$ cat config.mk
export PLATFORM = sky130hd
export DESIGN_NAME = status_guard
export DESIGN_NICKNAME = d
export VERILOG_FILES = /design/src/rtl/status_guard_pkg.sv /design/src/rtl/status_guard_ctrl.sv /design/src/rtl/status_guard_dp.sv /design/src/rtl/status_guard.sv
export SDC_FILE = /design/constraint.sdc
export NUM_CORES = 1
export LEC_CHECK = 0
export BUFFER_PORTS_ARGS = -buffer_cell sky130_fd_sc_hd__clkbuf_2
export CAP_MARGIN = 20
export CORE_AREA = 10 10 47 49
export CTS_BUF_LIST = sky130_fd_sc_hd__clkbuf_8
export DETAILED_ROUTE_END_ITERATION = 7
export DIE_AREA = 0 0 57 59
export PLACE_DENSITY_LB_ADDON = 0.15
export REMOVE_ABC_BUFFERS = 1
export SYNTH_ARGS = -nofsm -noshare
export SYNTH_HDL_FRONTEND = slang
export SYNTH_SLANG_ARGS = --single-unit
$ cat constraint.sdc
create_clock -name clk -period 1.22 [get_ports clk]
set_input_delay 0.244 -clock clk [delete_from_list [all_inputs] [get_ports clk]]
set_output_delay 0.244 -clock clk [all_outputs]
set_load 0.02 [all_outputs]
$ cat src/rtl/status_guard_pkg.sv
package status_guard_pkg;

  localparam int STAT_W       = 8;
  localparam int LOCK_POS     = 7;
  localparam int WEL_POS      = 1;
  localparam int BP_HI_POS    = 3;
  localparam int BP_LO_POS    = 2;

  // Bits a status write may change: 7..2.
  localparam logic [STAT_W-1:0] WR_MASK = 8'hFC;

  // Block-select codes.
  typedef enum logic [1:0] {
    BP_NONE    = 2'b00,
    BP_QUARTER = 2'b01,
    BP_HALF    = 2'b10,
    BP_ALL     = 2'b11
  } bpCode_t;

  // Strobes from control to datapath.
  typedef struct packed {
    logic wel;
    logic srReq;
    logic memReq;
    logic bypass;
  } ctrlStb_t;

  // Protection test on the two top address bits.
  function automatic logic inGuardedBlock(input logic [1:0] bp, input logic [1:0] topBits);
    logic hit;
    case (bpCode_t'(bp))
      BP_NONE:    hit = 1'b0;
      BP_QUARTER: hit = (topBits == 2'b11);
      BP_HALF:    hit = topBits[1];
      default:    hit = 1'b1;
    endcase
    return hit;
  endfunction

endpackage

$ cat src/rtl/status_guard_ctrl.sv
module status_guard_ctrl
  import status_guard_pkg::*;
(
  input  logic     clk,
  input  logic     rstN,
  input  logic     latchSet,
  input  logic     latchClr,
  input  logic     writeCmdSeen,
  input  logic     csRise,
  input  logic     statusWrReq,
  input  logic     memWrReq,
  input  logic     memBypass,
  output ctrlStb_t stb
);

  logic welQ;
  logic pendQ;
  logic welKill;

  // A write-class command ends at the chip-select rise.
  assign welKill = latchClr | (csRise & (pendQ | writeCmdSeen));

  always_ff @(posedge clk) begin
    if (!rstN) begin
      welQ  <= 1'b0;
      pendQ <= 1'b0;
    end else begin
      if (welKill)       welQ <= 1'b0;
      else if (latchSet) welQ <= 1'b1;

      if (csRise)            pendQ <= 1'b0;
      else if (writeCmdSeen) pendQ <= 1'b1;
    end
  end

  always_comb begin
    stb.wel    = welQ;
    stb.srReq  = statusWrReq;
    stb.memReq = memWrReq;
    stb.bypass = memBypass;
  end

endmodule

$ cat src/rtl/status_guard_dp.sv
module status_guard_dp
  import status_guard_pkg::*;
#(
  parameter int ADDR_W = 11,
  parameter logic [STAT_W-1:0] INIT_STATUS = '0
) (
  input  logic              clk,
  input  logic              rstN,
  input  ctrlStb_t          stb,
  input  logic              wpPin,
  input  logic [STAT_W-1:0] srData,
  input  logic [ADDR_W-1:0] memAddr,
  output logic [STAT_W-1:0] statusByte,
  output logic              memWrPermit,
  output logic              statusWrPermit
);

  localparam int TOP_LO = ADDR_W - 2;

  logic [STAT_W-1:0] nvQ;
  logic [STAT_W-1:0] welImage;
  logic              guarded;
  logic              srLocked;

  assign guarded  = inGuardedBlock(nvQ[BP_HI_POS:BP_LO_POS], memAddr[ADDR_W-1:TOP_LO]);
  assign srLocked = nvQ[LOCK_POS] & ~wpPin;

  always_comb begin
    memWrPermit    = stb.memReq & (stb.bypass | (stb.wel & ~guarded));
    statusWrPermit = stb.srReq & stb.wel & ~srLocked;
  end

  always_ff @(posedge clk) begin
    if (!rstN)               nvQ <= INIT_STATUS & WR_MASK;
    else if (statusWrPermit) nvQ <= srData & WR_MASK;
  end

  always_comb begin
    welImage          = '0;
    welImage[WEL_POS] = stb.wel;
    statusByte        = (nvQ & WR_MASK) | welImage;
  end

endmodule

$ cat src/rtl/status_guard.sv
module status_guard
  import status_guard_pkg::*;
#(
  parameter int ADDR_W = 11
) (
  input  logic              clk,
  input  logic              rstN,
  input  logic              latchSet,
  input  logic              latchClr,
  input  logic              writeCmdSeen,
  input  logic              csRise,
  input  logic              statusWrReq,
  input  logic [7:0]        statusWrData,
  input  logic              memWrReq,
  input  logic [ADDR_W-1:0] memWrAddr,
  input  logic              memBypass,
  input  logic              wpPin,
  output logic [7:0]        statusByte,
  output logic              memWrPermit,
  output logic              statusWrPermit
);

  ctrlStb_t stb;

  status_guard_ctrl u_ctrl (
    .clk          (clk),
    .rstN         (rstN),
    .latchSet     (latchSet),
    .latchClr     (latchClr),
    .writeCmdSeen (writeCmdSeen),
    .csRise       (csRise),
    .statusWrReq  (statusWrReq),
    .memWrReq     (memWrReq),
    .memBypass    (memBypass),
    .stb          (stb)
  );

  status_guard_dp #(.ADDR_W(ADDR_W)) u_dp (
    .clk            (clk),
    .rstN           (rstN),
    .stb            (stb),
    .wpPin          (wpPin),
    .srData         (statusWrData),
    .memAddr        (memWrAddr),
    .statusByte     (statusByte),
    .memWrPermit    (memWrPermit),
    .statusWrPermit (statusWrPermit)
  );

endmodule

==> results.json <==
{
  "outcome": "complete, but fails checks",
  "violations": "setup timing",
  "cp.arrival_ns": 1.01,
  "holdWs_ns": 0.1781,
  "p_comb_share_pct": 12.5,
  "dp_hpwl_um": 841.6,
  "clkTransAtPathRegs_ns": 0.04,
  "grt_max_degree": 14,
  "hold_viol": 0,
  "setup_ws_ns": -0.03853,
  "slowest_delay_ns": 0.34,
  "grt_pass1_wl_mm": 1.676,
  "coreArea_um2": 1401,
  "numClockSinks": 8,
  "ys_types": 15,
  "path_cells": "a21oi_1, nor3b_1, nor2_1, buf_4",
  "clk_latency_ns": 0.22,
  "synth_cells": 45,
  "hold_buffers": 0,
  "max_freq_mhz": 794.6,
  "antenna_found_initial": 0,
  "cp_slowest_cell": "dfxtp_2",
  "fin_crit_sh_pct": 103.2,
  "period_minus_slack_ns": 1.259,
  "finalMaxSlewViolations": 0,
  "remaining_drc_errors": 0,
  "drt_pass1_iterations": 4,
  "drtAntennaViolNets": 0,
  "route.vias.total": 398,
  "die_w_um": 57,
  "start_util_pct": 28.30,
  "critPathCaptureType": "output port",
  "cp_max_fo": 4,
  "p_int_mw": 0.5247,
  "startpoint_type": "register",
  "synth_commonest_cells": "8 x dfxtp_1, 8 x o21ai_0, 7 x a21oi_1, 6 x or3b_1, 4 x nor2_1",
  "rows": 14,
  "synth.top_cell.area_share_pct": 40.38,
  "pwr-share-seq_pct": 41.2,
  "finalPower_mw": 0.6661,
  "antennaDiodeCount": 0,
  "switchingPower_mw": 0.1414,
  "dp_cells": 83,
  "clock_power_share_pct": 46.3,
  "gr-total-overflow": 0,
  "yosysTopAreaCell": "dfxtp_1",
  "instances_no_fill": 88,
  "hold_class": "in -> reg",
  "cp_top_family": "flip-flops",
  "io_pins": 39,
  "rsz0062_at_grt": "true",
  "routed_wl_mm": 1.042,
  "required_ns": 0.98,
  "sw_frac_of_total_pct": 21.23,
  "cts_max_level": 1,
  "placed_area_um2": 509.2,
  "p_leak_nw": 0.2685,
  "track_usage_pct": 6.071,
  "die-area_um2": 3363,
  "drtIter0Drc": 7,
  "place_ws_ns": 0.06782,
  "viasPerCell": 4.523,
  "synth-async-reset-ratio_pct": 0,
  "fin_nets": 103,
  "ys_warn_count": 0,
  "ctsLongestPathBuffers": 2,
  "area_growth_pct": 49.21,
  "ir_drop_v": 0.0005337,
  "synth_flop_cell": "dfxtp_1",
  "globalplace.congestion": 0.6172,
  "die_h_um": 59,
  "syn-cell-area_um2": 396.6,
  "synth_edf_count": 0,
  "fin_util_pct": 42.23,
  "fin_tns_setup_ns": -0.05497,
  "layout-drive-gt1-share_pct": 55.56,
  "critPathBufInv": 1,
  "power_density_nw_per_um2": 1126,
  "synth-seq-cells": 8,
  "cts_tree": "yes",
  "design_area_um2": 591.8,
  "io_buffers": 26,
  "grt_pass1_vias": 404,
  "ctsRootBufferMaster": "clkbuf_8",
  "syn_area_per_cell_um2": 8.814,
  "cap_viol_max_count": 0,
  "synth_area_leaders": "dfxtp_1 40%, or3b_1 13%, o21ai_0 10%",
  "crit_type": "reg -> out",
  "fin_skew_ns": 0.002789,
  "numCtsBuffers": 3,
  "wire_per_inst_um": 11.84,
  "setup_viol": 2,
  "yosysSeqAreaShare_pct": 40.38
}
worst register-to-register path, cell delays in order (launching register included):
cell and delay (ns):
dfxtp_1 0.31, nor2b_4 0.13, buf_6 0.13, or3b_4 0.39, a21oi_2 0.13
layout by cell type (no fill, tap or decap):
cell      count
buf_4         2
dfxtp_2       2
a21boi_2      1
nor2_1        4
or3b_1        5
buf_6         1
nor4b_1       1
dfxtp_1       6
or3b_4        1
nor3_1        1
clkbuf_8      3
o21ai_0       7
nand2_2       1
nor2b_4       1
inv_1         1
o21ai_2       1
a21oi_2       2
conb_1        1
clkbuf_2     25
nor3b_1       1
a21oi_1       5
final timing paths:
check	slack, ns	start	endpoint	depth (start not counted)
min reg2reg	0.48	u_ctrl.pendQ	u_ctrl.pendQ	2
max	-0.04	u_dp.nvQ[3]	memWrPermit	4
max reg2reg	0.06	u_dp.nvQ[7]	u_dp.nvQ[6]	4
min	0.18	latchClr	u_ctrl.welQ	2
registers in the layout, summed over array words and instances (netlist names):
register,cells
u_ctrl.welQ,1
u_ctrl.pendQ,1
u_dp.nvQ,6
repair_timing:
| item | in CTS | in global routing |
|---|---|---|
| pin swaps | 0 | 2 |
| setup buffers | 2 | 0 |
| gates resized for setup | 6 | 6 |
| endpoints found under the setup margin | 2 | 4 |
| endpoints found under the hold margin | 0 | 0 |
cell type report:
class                           instances  area (um2)
Fill cell                             154       809.5
Multi-Input combinational cell         32       212.7
Sequential cell                         8       162.7
Timing Repair Buffer                   28       151.4
Clock buffer                            3       41.29
Tap cell                               16       20.02
Inverter                                1       3.754
cells by family after synthesis:
family | after synthesis | synth area share [%]
compound gates | 16 | 20.82
buf+inv | 5 | 10.41
flops | 8 | 40.38
other cells | 1 | 0.9455
simple gates | 15 | 27.44
power groups by stage:
stage | clock [mW] | combinational (mW) | sequential [mW]
3_5_place_dp | 0 | 0.0752 | 0.278
4_1_cts | 0.321 | 0.0808 | 0.274
5_1_grt | 0.332 | 0.0926 | 0.275
6_report | 0.308 | 0.0834 | 0.274
2_1_floorplan | 0 | 0.0284 | 0.284
3_3_place_gp | 0 | 0.0750 | 0.278
per-layer routing:
metal  part of all wire, %  GRT usage, %  vias up  wire length [um]
met3                   9.2         3.219        2                96
met2                    47         9.457       16               489
met5                     0             0        -                 0
met4                  0.96         4.027        0                10
li1                      -             -      213                 -
met1                    43         6.235      167               445
No activity file was read; power rests on OpenSTA's default activity.
